--- config.mk ---
export PLATFORM = sky130hd
export DESIGN_NAME = ldst_fmt
export DESIGN_NICKNAME = d
export VERILOG_FILES = /design/src/rtl/ldst_fmt_pkg.sv /design/src/rtl/ldst_fmt_ext.sv /design/src/rtl/ldst_fmt_immcol.sv /design/src/rtl/ldst_fmt_req.sv /design/src/rtl/ldst_fmt.sv
export SDC_FILE = /design/constraint.sdc
export NUM_CORES = 1
export LEC_CHECK = 0
export BUFFER_PORTS_ARGS = -buffer_cell sky130_fd_sc_hd__buf_2
export CAP_MARGIN = 20
export CELL_PAD_IN_SITES_DETAIL_PLACEMENT = 0
export CELL_PAD_IN_SITES_GLOBAL_PLACEMENT = 1
export CORE_MARGIN = 3
export CORE_UTILIZATION = 41
export CTS_BUF_LIST = sky130_fd_sc_hd__clkbuf_4 sky130_fd_sc_hd__clkbuf_8
export DETAILED_ROUTE_END_ITERATION = 6
export HOLD_SLACK_MARGIN = 0.05
export PLACE_DENSITY_LB_ADDON = 0.1
export SLEW_MARGIN = 15
export SYNTH_ARGS = -nofsm -noshare
export SYNTH_HDL_FRONTEND = slang
export SYNTH_HIERARCHICAL = 1
export SYNTH_SLANG_ARGS = --single-unit
export TNS_END_PERCENT = 20
--- constraint.sdc ---
create_clock -name clk -period 2.4 [get_ports clk]
set_input_delay 0 -clock clk [delete_from_list [all_inputs] [get_ports clk]]
set_output_delay 0 -clock clk [all_outputs]
set_load 0.01 [all_outputs]
--- src/rtl/ldst_fmt_pkg.sv ---
package ldst_fmt_pkg;

  typedef enum logic [2:0] {
    OP_LD_SX  = 3'd0,
    OP_LD_ZX  = 3'd1,
    OP_IMM_SX = 3'd2,
    OP_IMM_ZX = 3'd3,
    OP_STORE  = 3'd4,
    OP_PUSH   = 3'd5,
    OP_POP    = 3'd6,
    OP_RSVD   = 3'd7
  } fmt_op_e;

  typedef enum logic [2:0] {
    ST_IDLE,
    ST_IMM,
    ST_REQ,
    ST_RSP,
    ST_WB
  } fmt_state_e;

  function automatic logic op_is_imm(fmt_op_e op);
    return (op == OP_IMM_SX) || (op == OP_IMM_ZX);
  endfunction

  function automatic logic op_is_read(fmt_op_e op);
    return (op == OP_LD_SX) || (op == OP_LD_ZX) || (op == OP_POP);
  endfunction

  function automatic logic op_sign(fmt_op_e op);
    return (op == OP_LD_SX) || (op == OP_IMM_SX);
  endfunction

endpackage

--- src/rtl/ldst_fmt_ext.sv ---
module ldst_fmt_ext #(
  parameter int DW  = 32,
  parameter int WCW = 2
) (
  input  logic [DW-1:0]  raw,
  input  logic [WCW-1:0] wid,
  input  logic           sx,
  output logic [DW-1:0]  val
);
  localparam int NW = DW / 8;

  logic [DW-1:0] cand [NW];

  for (genvar k = 0; k < NW; k++) begin : g_wid
    localparam int NB = 8 * (k + 1);
    if (NB == DW) begin : g_full
      assign cand[k] = raw;
    end else begin : g_part
      assign cand[k] = {{(DW-NB){sx & raw[NB-1]}}, raw[NB-1:0]};
    end
  end

  always_comb begin
    val = cand[0];
    for (int k = 0; k < NW; k++) begin
      if (wid == WCW'(k)) val = cand[k];
    end
  end
endmodule

--- src/rtl/ldst_fmt_immcol.sv ---
module ldst_fmt_immcol #(
  parameter int DW = 32,
  parameter int PW = 16,
  localparam int MAXW = (DW + PW - 1) / PW,
  localparam int IW = $clog2(MAXW + 1)
) (
  input  logic          clk,
  input  logic          rst_n,
  input  logic          start,
  input  logic          take,
  input  logic [PW-1:0] word,
  input  logic [IW-1:0] need_m1,
  output logic          last,
  output logic [DW-1:0] value
);
  logic [PW-1:0]      wq [MAXW];
  logic [IW-1:0]      idx;
  logic [MAXW*PW-1:0] flat;

  always_ff @(posedge clk or negedge rst_n) begin
    if (!rst_n) begin
      idx <= '0;
      for (int k = 0; k < MAXW; k++) wq[k] <= '0;
    end else if (start) begin
      idx <= '0;
      for (int k = 0; k < MAXW; k++) wq[k] <= '0;
    end else if (take) begin
      idx <= idx + IW'(1);
      for (int k = 0; k < MAXW; k++) begin
        if (idx == IW'(k)) wq[k] <= word;
      end
    end
  end

  for (genvar k = 0; k < MAXW; k++) begin : g_flat
    assign flat[k*PW +: PW] = wq[k];
  end

  assign value = flat[DW-1:0];
  assign last  = take && (idx == need_m1);
endmodule

--- src/rtl/ldst_fmt_req.sv ---
module ldst_fmt_req
  import ldst_fmt_pkg::*;
#(
  parameter int DW  = 32,
  parameter int WCW = 2,
  localparam int NBY = DW / 8
) (
  input  fmt_op_e        op,
  input  logic [WCW-1:0] wid,
  input  logic [DW-1:0]  base,
  input  logic [DW-1:0]  data,
  output logic           we,
  output logic [DW-1:0]  addr,
  output logic [NBY-1:0] be,
  output logic [DW-1:0]  wdata,
  output logic [DW-1:0]  step
);
  logic [DW-1:0] up, down;

  assign up    = base + DW'(NBY);
  assign down  = base - DW'(NBY);
  assign we    = (op == OP_STORE) || (op == OP_PUSH);
  assign addr  = (op == OP_POP) ? down : base;
  assign step  = (op == OP_POP) ? down : up;
  assign wdata = data;

  always_comb begin
    be = '0;
    for (int k = 0; k < NBY; k++) begin
      if ((op == OP_PUSH) || (op == OP_POP) || (k <= int'(wid))) be[k] = 1'b1;
    end
  end
endmodule

--- src/rtl/ldst_fmt.sv ---
module ldst_fmt
  import ldst_fmt_pkg::*;
#(
  parameter int DW = 32,
  parameter int PW = 16,
  localparam int NBY = DW / 8,
  localparam int WCW = $clog2(NBY),
  localparam int MAXW = (DW + PW - 1) / PW,
  localparam int IW = $clog2(MAXW + 1)
) (
  input  logic           clk,
  input  logic           rst_n,
  input  logic           cmd_valid,
  output logic           cmd_ready,
  input  logic [2:0]     cmd_op,
  input  logic [WCW-1:0] cmd_wid,
  input  logic [7:0]     cmd_imm8,
  input  logic [DW-1:0]  cmd_addr,
  input  logic [DW-1:0]  cmd_data,
  output logic           busy,
  input  logic           pw_valid,
  output logic           pw_ready,
  input  logic [PW-1:0]  pw_data,
  output logic           mem_valid,
  input  logic           mem_ready,
  output logic           mem_we,
  output logic [DW-1:0]  mem_addr,
  output logic [NBY-1:0] mem_be,
  output logic [DW-1:0]  mem_wdata,
  input  logic           rsp_valid,
  input  logic [DW-1:0]  rsp_data,
  output logic           rf_we,
  output logic [DW-1:0]  rf_wdata,
  output logic           addr_we,
  output logic [DW-1:0]  addr_out
);
  fmt_state_e     state, state_d;
  fmt_op_e        op_q, cmd_op_e;
  logic [WCW-1:0] wid_q, wid_eff;
  logic [DW-1:0]  base_q, data_q, raw_q, col_val, ext_src;
  logic [IW-1:0]  need_m1;
  logic           acc, col_last, take;

  assign cmd_op_e  = fmt_op_e'(cmd_op);
  assign cmd_ready = (state == ST_IDLE);
  assign busy      = ~cmd_ready;
  assign acc       = cmd_valid && cmd_ready;
  assign pw_ready  = (state == ST_IMM);
  assign mem_valid = (state == ST_REQ);
  assign take      = pw_ready && pw_valid;

  // words owed for a wide immediate: ceil(bytes*8/PW), minus one
  always_comb begin
    int nb;
    int nw;
    nb      = int'(wid_q) + 1;
    nw      = (nb * 8 + PW - 1) / PW;
    need_m1 = IW'(nw - 1);
  end

  ldst_fmt_immcol #(.DW(DW), .PW(PW)) u_col (
    .clk    (clk),
    .rst_n  (rst_n),
    .start  (acc),
    .take   (take),
    .word   (pw_data),
    .need_m1(need_m1),
    .last   (col_last),
    .value  (col_val)
  );

  ldst_fmt_req #(.DW(DW), .WCW(WCW)) u_req (
    .op   (op_q),
    .wid  (wid_q),
    .base (base_q),
    .data (data_q),
    .we   (mem_we),
    .addr (mem_addr),
    .be   (mem_be),
    .wdata(mem_wdata),
    .step (addr_out)
  );

  assign ext_src = (op_is_imm(op_q) && (wid_q != '0)) ? col_val : raw_q;
  assign wid_eff = (op_q == OP_POP) ? WCW'(NBY - 1) : wid_q;

  ldst_fmt_ext #(.DW(DW), .WCW(WCW)) u_ext (
    .raw(ext_src),
    .wid(wid_eff),
    .sx (op_sign(op_q)),
    .val(rf_wdata)
  );

  assign rf_we   = (state == ST_WB) && (op_is_read(op_q) || op_is_imm(op_q));
  assign addr_we = (state == ST_WB) && ((op_q == OP_PUSH) || (op_q == OP_POP));

  always_comb begin
    state_d = state;
    unique case (state)
      ST_IDLE: begin
        if (acc) begin
          if (op_is_imm(cmd_op_e))       state_d = (cmd_wid == '0) ? ST_WB : ST_IMM;
          else if (cmd_op_e == OP_RSVD)  state_d = ST_IDLE;
          else                           state_d = ST_REQ;
        end
      end
      ST_IMM:  if (col_last) state_d = ST_WB;
      ST_REQ: begin
        if (mem_ready) begin
          if (op_is_read(op_q))        state_d = ST_RSP;
          else if (op_q == OP_PUSH)    state_d = ST_WB;
          else                         state_d = ST_IDLE;
        end
      end
      ST_RSP:  if (rsp_valid) state_d = ST_WB;
      ST_WB:   state_d = ST_IDLE;
      default: state_d = ST_IDLE;
    endcase
  end

  always_ff @(posedge clk or negedge rst_n) begin
    if (!rst_n) begin
      state  <= ST_IDLE;
      op_q   <= OP_RSVD;
      wid_q  <= '0;
      base_q <= '0;
      data_q <= '0;
      raw_q  <= '0;
    end else begin
      state <= state_d;
      if (acc) begin
        op_q   <= cmd_op_e;
        wid_q  <= cmd_wid;
        base_q <= cmd_addr;
        data_q <= cmd_data;
        raw_q  <= DW'(cmd_imm8);
      end else if ((state == ST_RSP) && rsp_valid) begin
        raw_q <= rsp_data;
      end
    end
  end
endmodule

======== After elaboration in Yosys (flattened, before gate mapping) ========
Cells that the tools add are included.
word-level totals
  register bits after elaboration ......... 138
  input bits .............................. 131
  logic and storage cells ................. 106
operators by class
  add/subtract/negate cells ............... 8
  magnitude comparators ................... 3
  equal/unequal tests ..................... 22
  multiplexer cells ....................... 28
  bitwise gates (word level) .............. 5
  reductions and logical operators ........ 31
operators by type and width
  kind                     count
  $mux W32                 10
  $add A32 B3 Y32 const B  1
  $mux W16                 2
  $sub A32 B3 Y32 const B  1
  $mux W3                  8
  $eq A3 B2 Y1 const B     6
  $eq A3 B3 Y1 const B     5
  $pmux W3 S4              1
  $logic_or A1 B1 Y1       11
  $reduce_bool A2 Y1       5
  $mux W2                  4
  $sub A7 B1 Y8 const B    1
  $add A6 B5 Y7 const B    1
  $logic_and A1 B1 Y1      7
  $eq A3 B1 Y1 const B     2
  $logic_not A3 Y1         2
  $ne A2 B1 Y1 const B     3
  $and A1 B1 Y1            4
  $eq A2 B1 Y1 const B     2
  $eq A2 B2 Y1 const B     2
  $le A2 B2 Y1 const A     2
  $logic_not A2 Y1         2
  $reduce_and A2 Y1        2
  $reduce_and A4 Y1        1
  other kinds (10)         12

======== Logic depth before layout (Yosys ltp) ========
Gate-level depths: netlist of the first run.
  depth in word-level cells ............... 11
  gate-level depth with buffers ........... 11

======== Cells and area by module ========
The synthesis of the first run kept the hierarchy.
modules (own cells, without submodules)
  module           times used  cells each  area an instance (um2)  sequential area each (um2)
  ldst_fmt         1           378         4862.2                  2606.2
  ldst_fmt_req     1           259         1814.2                  0.0
  ldst_fmt_immcol  1           158         1665.3                  850.8
  ldst_fmt_ext     1           69          445.4                   0.0

======== Least setup slack after synthesis of the first run ========
No wires, ideal clock.
  path kind ............................... register -> output
  start point ............................. register op_q[0]
  end point ............................... output addr_out[22]
  data arrival time ....................... 2154 ps
  required time ........................... 2400 ps
  setup slack ............................. 246 ps
  cell stages (with the launch flop) ...... 7
  buffers on the path ..................... 0
  cell sequence ........................... dfstp_2 > nand3b_4 > inv_2 > or4_1 > or3_2 > o31ai_1 > xor2_1
between the ends
  cells in the longest elaborated chain, start to end .. 2
ends and longest elaborated chain
  element                 RTL line            text
  from (decl)             ldst_fmt.sv:38      fmt_op_e op_q, cmd_op_e;
  from (signal assigned)  ldst_fmt.sv:132     op_q <= cmd_op_e;
  $eq A3 B3 Y1            ldst_fmt_req.sv:24  assign step = (op == OP_POP) ? down : up;
  $mux W32                ldst_fmt_req.sv:24
  to (decl)               ldst_fmt.sv:35      output logic [DW-1:0] addr_out
No other way between the ends.

======== Worst setup path after layout of the first run ========
  start point ............................. register base_q[10]
  end point ............................... output mem_addr[30]
between the ends
  cells in the longest elaborated chain, start to end .. 2
ends and longest elaborated chain
  element                 RTL line            text
  from (decl)             ldst_fmt.sv:40      logic [DW-1:0] base_q, data_q, raw_q, col_val, ext_src;
  from (signal assigned)  ldst_fmt.sv:134     base_q <= cmd_addr;
  $sub A32 B3 Y32         ldst_fmt_req.sv:21  assign down = base - DW'(NBY);
  $mux W32                ldst_fmt_req.sv:23  assign addr = (op == OP_POP) ? down : base;
  to (decl)               ldst_fmt.sv:27      output logic [DW-1:0] mem_addr,
No other way between the ends.

==> flow_summary.ini, run 1 <==
[setup_path]
worstPathRequired_ns = 2.40
ff2ff_path_depth = 6
worstPathMaxFanout = 5
cp-start-kind = flop
reg2reg_slack_ns = 0.02
critical_path_class = reg2out
cpPeakStageDelay_ns = 0.46
cpMaxStageDelayCell = dfrtp_2
crit_chain = nor4_4, nand2_2, buf_4, or3_4, nor3_1, xor2_1, buf_2
critPathArrivalTime_ns = 2.52
crit_path_end_kind = output port

[clocking]
cts_tree = built
clkTransAtPathRegs_ns = 0.08
cts_htree_levels = 4
cts_buffers = 17
clockRootBuffer = clkbuf_8
clkLatencyLatePin_ns = 0.44
clock_sinks = 138
cts_buffer_depth = 2

[status]
violations = negative setup slack
outcome = finished with violations

[placement]
dp_hpwl_um = 18500
place_ws_ns = 0.109
gp_congestion = 0.824
place_area_mm2 = 0.0100
io_buffers = 268
dp.cells = 1332

[routing]
drc = 0
vias = 7676
initialDrtViolationCount = 346
route.detailed.wl_per_inst_um = 17.4
drt_wl_total_um = 26600
firstDrtPassIters = 5
viasPerCell = 5.03
ant_nets = 0

[timing]
final.setup.worst_slack_ns = -0.118
hold_violations = 0
grt_setup_unrepaired = yes
slew_viol_final = 0
post-route-min-period_ns = 2.52
tightest_slew_ns = 0.674
finalCritPeriodShare_pct = 105
maxSlewHeadroom_pct = 54.9
tns_ns = -0.811
skew_ns = 0.0110
timing.fmax_mhz = 397
setup_violations = 15

[power]
leakage_nw = 5.81
peakVddDrop_mv = 1.68
powerDensity_mw_per_mm2 = 1130

[logic_synthesis]
syn-cell-area_mm2 = 0.00879
yosys_warnings = 6
netlist_instances = 864
async_flop_share_pct = 100
syn-mean-instance-area_um2 = 10.2
synth_edf_count = 0
synthFlopType = dfrtp_1
synth_seq_cells = 138
syn_nets = 1004
synth_seq_area_share_pct = 39.3
synth_cell_type_count = 63

[die]
chipWidth_um = 152
core_area_mm2 = 0.0206
rows = 52
io_pins = 270
die_h_um = 152
initial_utilization_pct = 42.6
dieArea_mm2 = 0.0232

[cells_and_area]
multi_input_area_mm2 = 0.00476
final_cell_mix = 267 x buf_2, 129 x dlygate4sd3_1, 121 x dfrtp_1
final_cell_area_mm2 = 0.0123
seqCellArea_mm2 = 0.00347
antenna_cells = 0
fin_cells = 1527
n_fill_cell = 1793
final_layout_size_suffix_gt1_share_pct = 46.5
nets = 1384
area_growth_pct = 40.3
final_common_cell = buf_2

[global_route]
grt_pass1_vias = 7716
grt_max_degree = 72
grt_usage_pct = 22.3
grt_pass1_wl_um = 42400
grt-ovfl-total = 0
antenna_found_initial = 0

[hold_path]
min_path_cells = 4
hold_class = in2reg

[job]
cap_violations = 0
-- Yosys cell counts, drive strengths merged, types with 2 or more instances --
library cell,n,area share [%]
dfrtp,135,38
nand2,106,4.5
mux2,99,14
buf,95,9.1
o21ai,61,3.5
nand3,48,2.8
a21oi,38,2.2
xor2,35,3.5
a21bo,32,3.6
xnor2,29,2.9
nor2,24,1.0
clkbuf,16,0.70
inv,16,0.68
nor3,15,0.91
mux2i,12,1.7
nor4,10,0.78
ha,9,1.3
o211ai,8,0.68
or3,8,0.64
nand2b,7,0.58
nand4,7,0.50
or4,7,0.68
or2,6,0.43
and3,4,0.30
o22ai,4,0.28
o32ai,4,0.57
dfstp,3,0.90
nor3b,3,0.26
o31ai,3,0.26
a22oi,2,0.17
a31oi,2,0.14
a41oi,2,0.20
and2,2,0.14
nand3b,2,0.31
nand4b,2,0.27
nor2b,2,0.14
-- critical path, delay by kind of cell, from the launching register on --
kind          cells  cell delay [ns]
simple gates      4             1.05
xor+xnor          1             0.23
flops             1             0.46
buf+inv           2             0.35
-- metal layers --
layer	global-route usage (%)	wire, um	up-vias
met1	31.7	12400	3667
met5	0	0	-
li1	-	-	3715
met3	3.95	1430	32
met2	35.3	12300	262
met4	6.08	459	0
-- area by class of cell --
type	instances	share of cell area, %
Multi-Input combinational cell	599	38.6
Sequential cell	138	28.2
Timing Repair Buffer	472	26.7
Tap cell	270	2.74
Clock buffer	18	2.01
Clock inverter	14	1.22
Inverter	16	0.528
-- stage by stage --
step / utilization, % / hold WS, ns / total power [mW]
2_1_floorplan: - / -0.296 / 9.44
3_3_place_gp: 48.5 / 0.0163 / 11.0
3_5_place_dp: 48.5 / 0.0116 / 11.1
4_1_cts: 58.8 / 0.0847 / 13.8
5_1_grt: 59.8 / 0.0712 / 14.9
6_report: 59.8 / 0.0565 / 14.0
-- registers in the layout (all words and copies together), names as in the netlist --
| signal | flops |
|---|---|
| u_col/value | 32 |
| raw_q | 32 |
| op_q | 3 |
| data_q | 32 |
| base_q | 32 |
| state | 3 |
| u_col/idx | 2 |
| wid_q | 2 |
-- power breakdown --
group	switching [mW]	internal [mW]	leakage [nW]	total (mW)
registers	0.839	3.26	1.73	4.10
logic	4.02	3.90	3.87	7.91
clock network	1.05	0.895	0.207	1.95
-- final timing paths --
| check | from | endpoint |
|---|---|---|
| min in group asynchronous | rst_n | base_q[19] |
| hold / removal | rsp_data[3] | raw_q[3] |
| setup / recovery | base_q[10] | mem_addr[30] |
| hold reg to reg | data_q[14] | data_q[14] |
| max in group asynchronous | rst_n | raw_q[4] |
| setup reg to reg | state[1] | raw_q[7] |
-- repair_timing --
item                                    in CTS  in global routing
hold buffers                               131                  0
endpoints found under the hold margin      253                  0
buffers inserted                            23                  9
resized for setup                           61                 27
endpoints found under the setup margin      64                 68
pin swaps                                   24                 10
-- cells by family after synthesis --
kind of cell,Yosys count,share of synthesized area [%]
buf+inv,127,10.5
compound gates,159,11.9
flops,138,39.3
mux,111,16.0
xor+xnor,64,6.38
simple gates,255,14.6
other cells,1,0.0427
fa+ha+maj,9,1.28
No activity file was read; power rests on OpenSTA's default activity.
==> run 2: changes to the inputs <==
--- a/config.mk
+++ b/config.mk
@@ -14,7 +14,7 @@
 export CTS_BUF_LIST = sky130_fd_sc_hd__clkbuf_4 sky130_fd_sc_hd__clkbuf_8
 export DETAILED_ROUTE_END_ITERATION = 6
 export HOLD_SLACK_MARGIN = 0.05
-export PLACE_DENSITY_LB_ADDON = 0.1
+export PLACE_DENSITY_LB_ADDON = 0.2
 export SLEW_MARGIN = 15
 export SYNTH_ARGS = -nofsm -noshare
 export SYNTH_HDL_FRONTEND = slang
==> run 2 against run 1 <==
  * The run still ends with negative setup slack left
  * Critical path depth rose by 1
  * Total power grew 1.0%
  * Sequential power down 2%
  * Global-route usage rose by 0.83 points
  * Clock skew fell by 0.0010 ns
  * Highest routed layer unchanged
==> flow_summary.ini, run 2 (synthesized netlist as in run 1, its figures left out) <==
[hold_path]
min_path_cells = 5
hold_class = in2reg

[placement]
place_area_mm2 = 0.0101
dp_hpwl_um = 18800
gp_congestion = 0.854
io_buffers = 268
place_ws_ns = 0.140
dp.cells = 1348

[setup_path]
cpMaxStageDelayCell = or4_4
crit_path_end = mem_addr[12]
cp-start-kind = flop
cpPeakStageDelay_ns = 0.59
worstPathRequired_ns = 2.40
worstReg2RegStart = state[0]
ff2ff_path_depth = 6
critical_path_class = reg2out
crit_chain = nor3_4, buf_6, nand3_4, or4_4, buf_6, nor3_4, xor2_1, buf_2
critPathArrivalTime_ns = 2.56
startpoint = base_q[6]
cp_top_family = simple AND/OR/NAND/NOR gates
r2r_end = raw_q[0]
crit_path_end_kind = output port
worst-path-buf-inv = 3
worstPathMaxFanout = 5
worst-path-stages = 8
reg2reg_slack_ns = 0.07

[status]
outcome = finished with violations
violations = negative setup slack

[power]
power_mw = 14.1
powerDensity_mw_per_mm2 = 1120
internal_power_mw = 8.01
pwr-share-seq_pct = 28.3
peakVddDrop_mv = 0.672
leakage_nw = 5.94
p_sw_mw = 6.09
switching_share_pct = 43.2
comb_power_share_pct = 58.4
clkPwrFrac_pct = 13.3

[clocking]
clockRootBuffer = clkbuf_8
cts_htree_levels = 4
clock_sinks = 138
cts_buffers = 17
cts_tree = built
clkLatencyLatePin_ns = 0.45
cts_buffer_depth = 2
clkTransAtPathRegs_ns = 0.09

[routing]
drc = 0
vias = 7740
route.detailed.wl_per_inst_um = 17.9
ant_nets = 0
drt_wl_total_um = 27700
viasPerCell = 5.01
firstDrtPassIters = 5
initialDrtViolationCount = 574

[timing]
timing.fmax_mhz = 391
skew_ns = 0.00999
maxSlewHeadroom_pct = 64.8
slew_viol_final = 0
grt_setup_unrepaired = yes
hold_violations = 0
tightest_slew_ns = 0.524
setup_violations = 18
finalCritPeriodShare_pct = 107
post-route-min-period_ns = 2.56
final.setup.worst_slack_ns = -0.159

[die]
io_pins = 270
dieArea_mm2 = 0.0232
initial_utilization_pct = 42.6
chipWidth_um = 152
die_h_um = 152
core_area_mm2 = 0.0206
rows = 52

[cells_and_area]
fin_cells = 1545
area_growth_pct = 43.2
final_util_pct = 61.0
antenna_cells = 0
final_layout_size_suffix_gt1_share_pct = 47.9
final_cell_area_mm2 = 0.0126
nets = 1402
final_cell_mix = 266 x buf_2, 132 x dlygate4sd3_1, 126 x dfrtp_1
n_fill_cell = 1759
final_common_cell = buf_2

[global_route]
grt_pass1_vias = 7788
antenna_found_initial = 0
grt-ovfl-total = 0
grt_usage_pct = 23.1
grt_max_degree = 67
grt_pass1_wl_um = 43500

[job]
cap_violations = 0
==> run 2: changes by cell type in the layout (fill, tap and decap cells not counted), sizes merged, moves of 2 or more <==
| cell | before | now |
|---|---|---|
| buf | 341 | 357 |
| clkinvlp | 0 | 3 |
| dlygate4sd3 | 129 | 132 |
| dlymetal6s4s | 2 | 0 |
==> run 2: repair_timing <==
item	CTS	global route
setup buffers	21	11
pin swaps	25	23
resized for setup	59	53
hold endpoints to repair	274	0
hold buffers	132	0
setup endpoints to repair	61	65
cloned	1	0
==> run 2: worst min-delay path by stage <==
stage	startpoint	endpoint	slack, ns
floorplan	rst_n	base_q[0]	-0.30
finish	pw_valid	u_col/value[25]	0.25
global route	pw_valid	u_col/value[31]	0.23
CTS	pw_valid	u_col/value[9]	0.21
detailed placement	rst_n	base_q[22]	-0.005
global placement	rst_n	base_q[27]	-0.004
==> run 2: routing by layer <==
| layer | track usage (%) | vias up | wire length, um |
|---|---|---|---|
| li1 | - | 3744 | - |
| met1 | 31.0 | 3664 | 12200 |
| met2 | 38.0 | 294 | 13200 |
| met3 | 4.23 | 38 | 1590 |
| met4 | 7.62 | 0 | 644 |
| met5 | 0 | - | 0 |
==> run 2: worst min-delay path: cells and delay by family <==
family          cells  cell delay, ns
buf+inv             2            0.29
compound gates      1            0.06
simple gates        2            0.29
==> run 2: metrics by stage <==
stage,hold slack [ns],TNS [ns]
2_1_floorplan,-0.296,0
3_3_place_gp,-0.00432,0
3_5_place_dp,-0.00472,0
4_1_cts,0.210,-1.27
5_1_grt,0.234,-7.54
6_report,0.248,-0.851
==> run 2: final cells by class <==
cell class / instances / area, um^2 / share of cell area (%)
clock buffers: 17 / 234 / 1.86
multi-input cells: 600 / 4880 / 38.8
repair buffers: 489 / 3450 / 27.4
clock inverters: 15 / 148 / 1.17
inverters: 16 / 67.6 / 0.537
flip-flops and latches: 138 / 3470 / 27.6
well taps: 270 / 338 / 2.68
==> run 2: power by group through the flow <==
| stage | Sequential [mW] | Clock, mW | Combinational (mW) |
|---|---|---|---|
| floorplan | 3.81 | 0 | 5.63 |
| global placement | 3.98 | 0 | 7.27 |
| detailed placement | 4.02 | 0 | 7.27 |
| CTS | 3.97 | 1.95 | 7.94 |
| global route | 4.13 | 2.03 | 8.88 |
| finish | 4.00 | 1.87 | 8.24 |
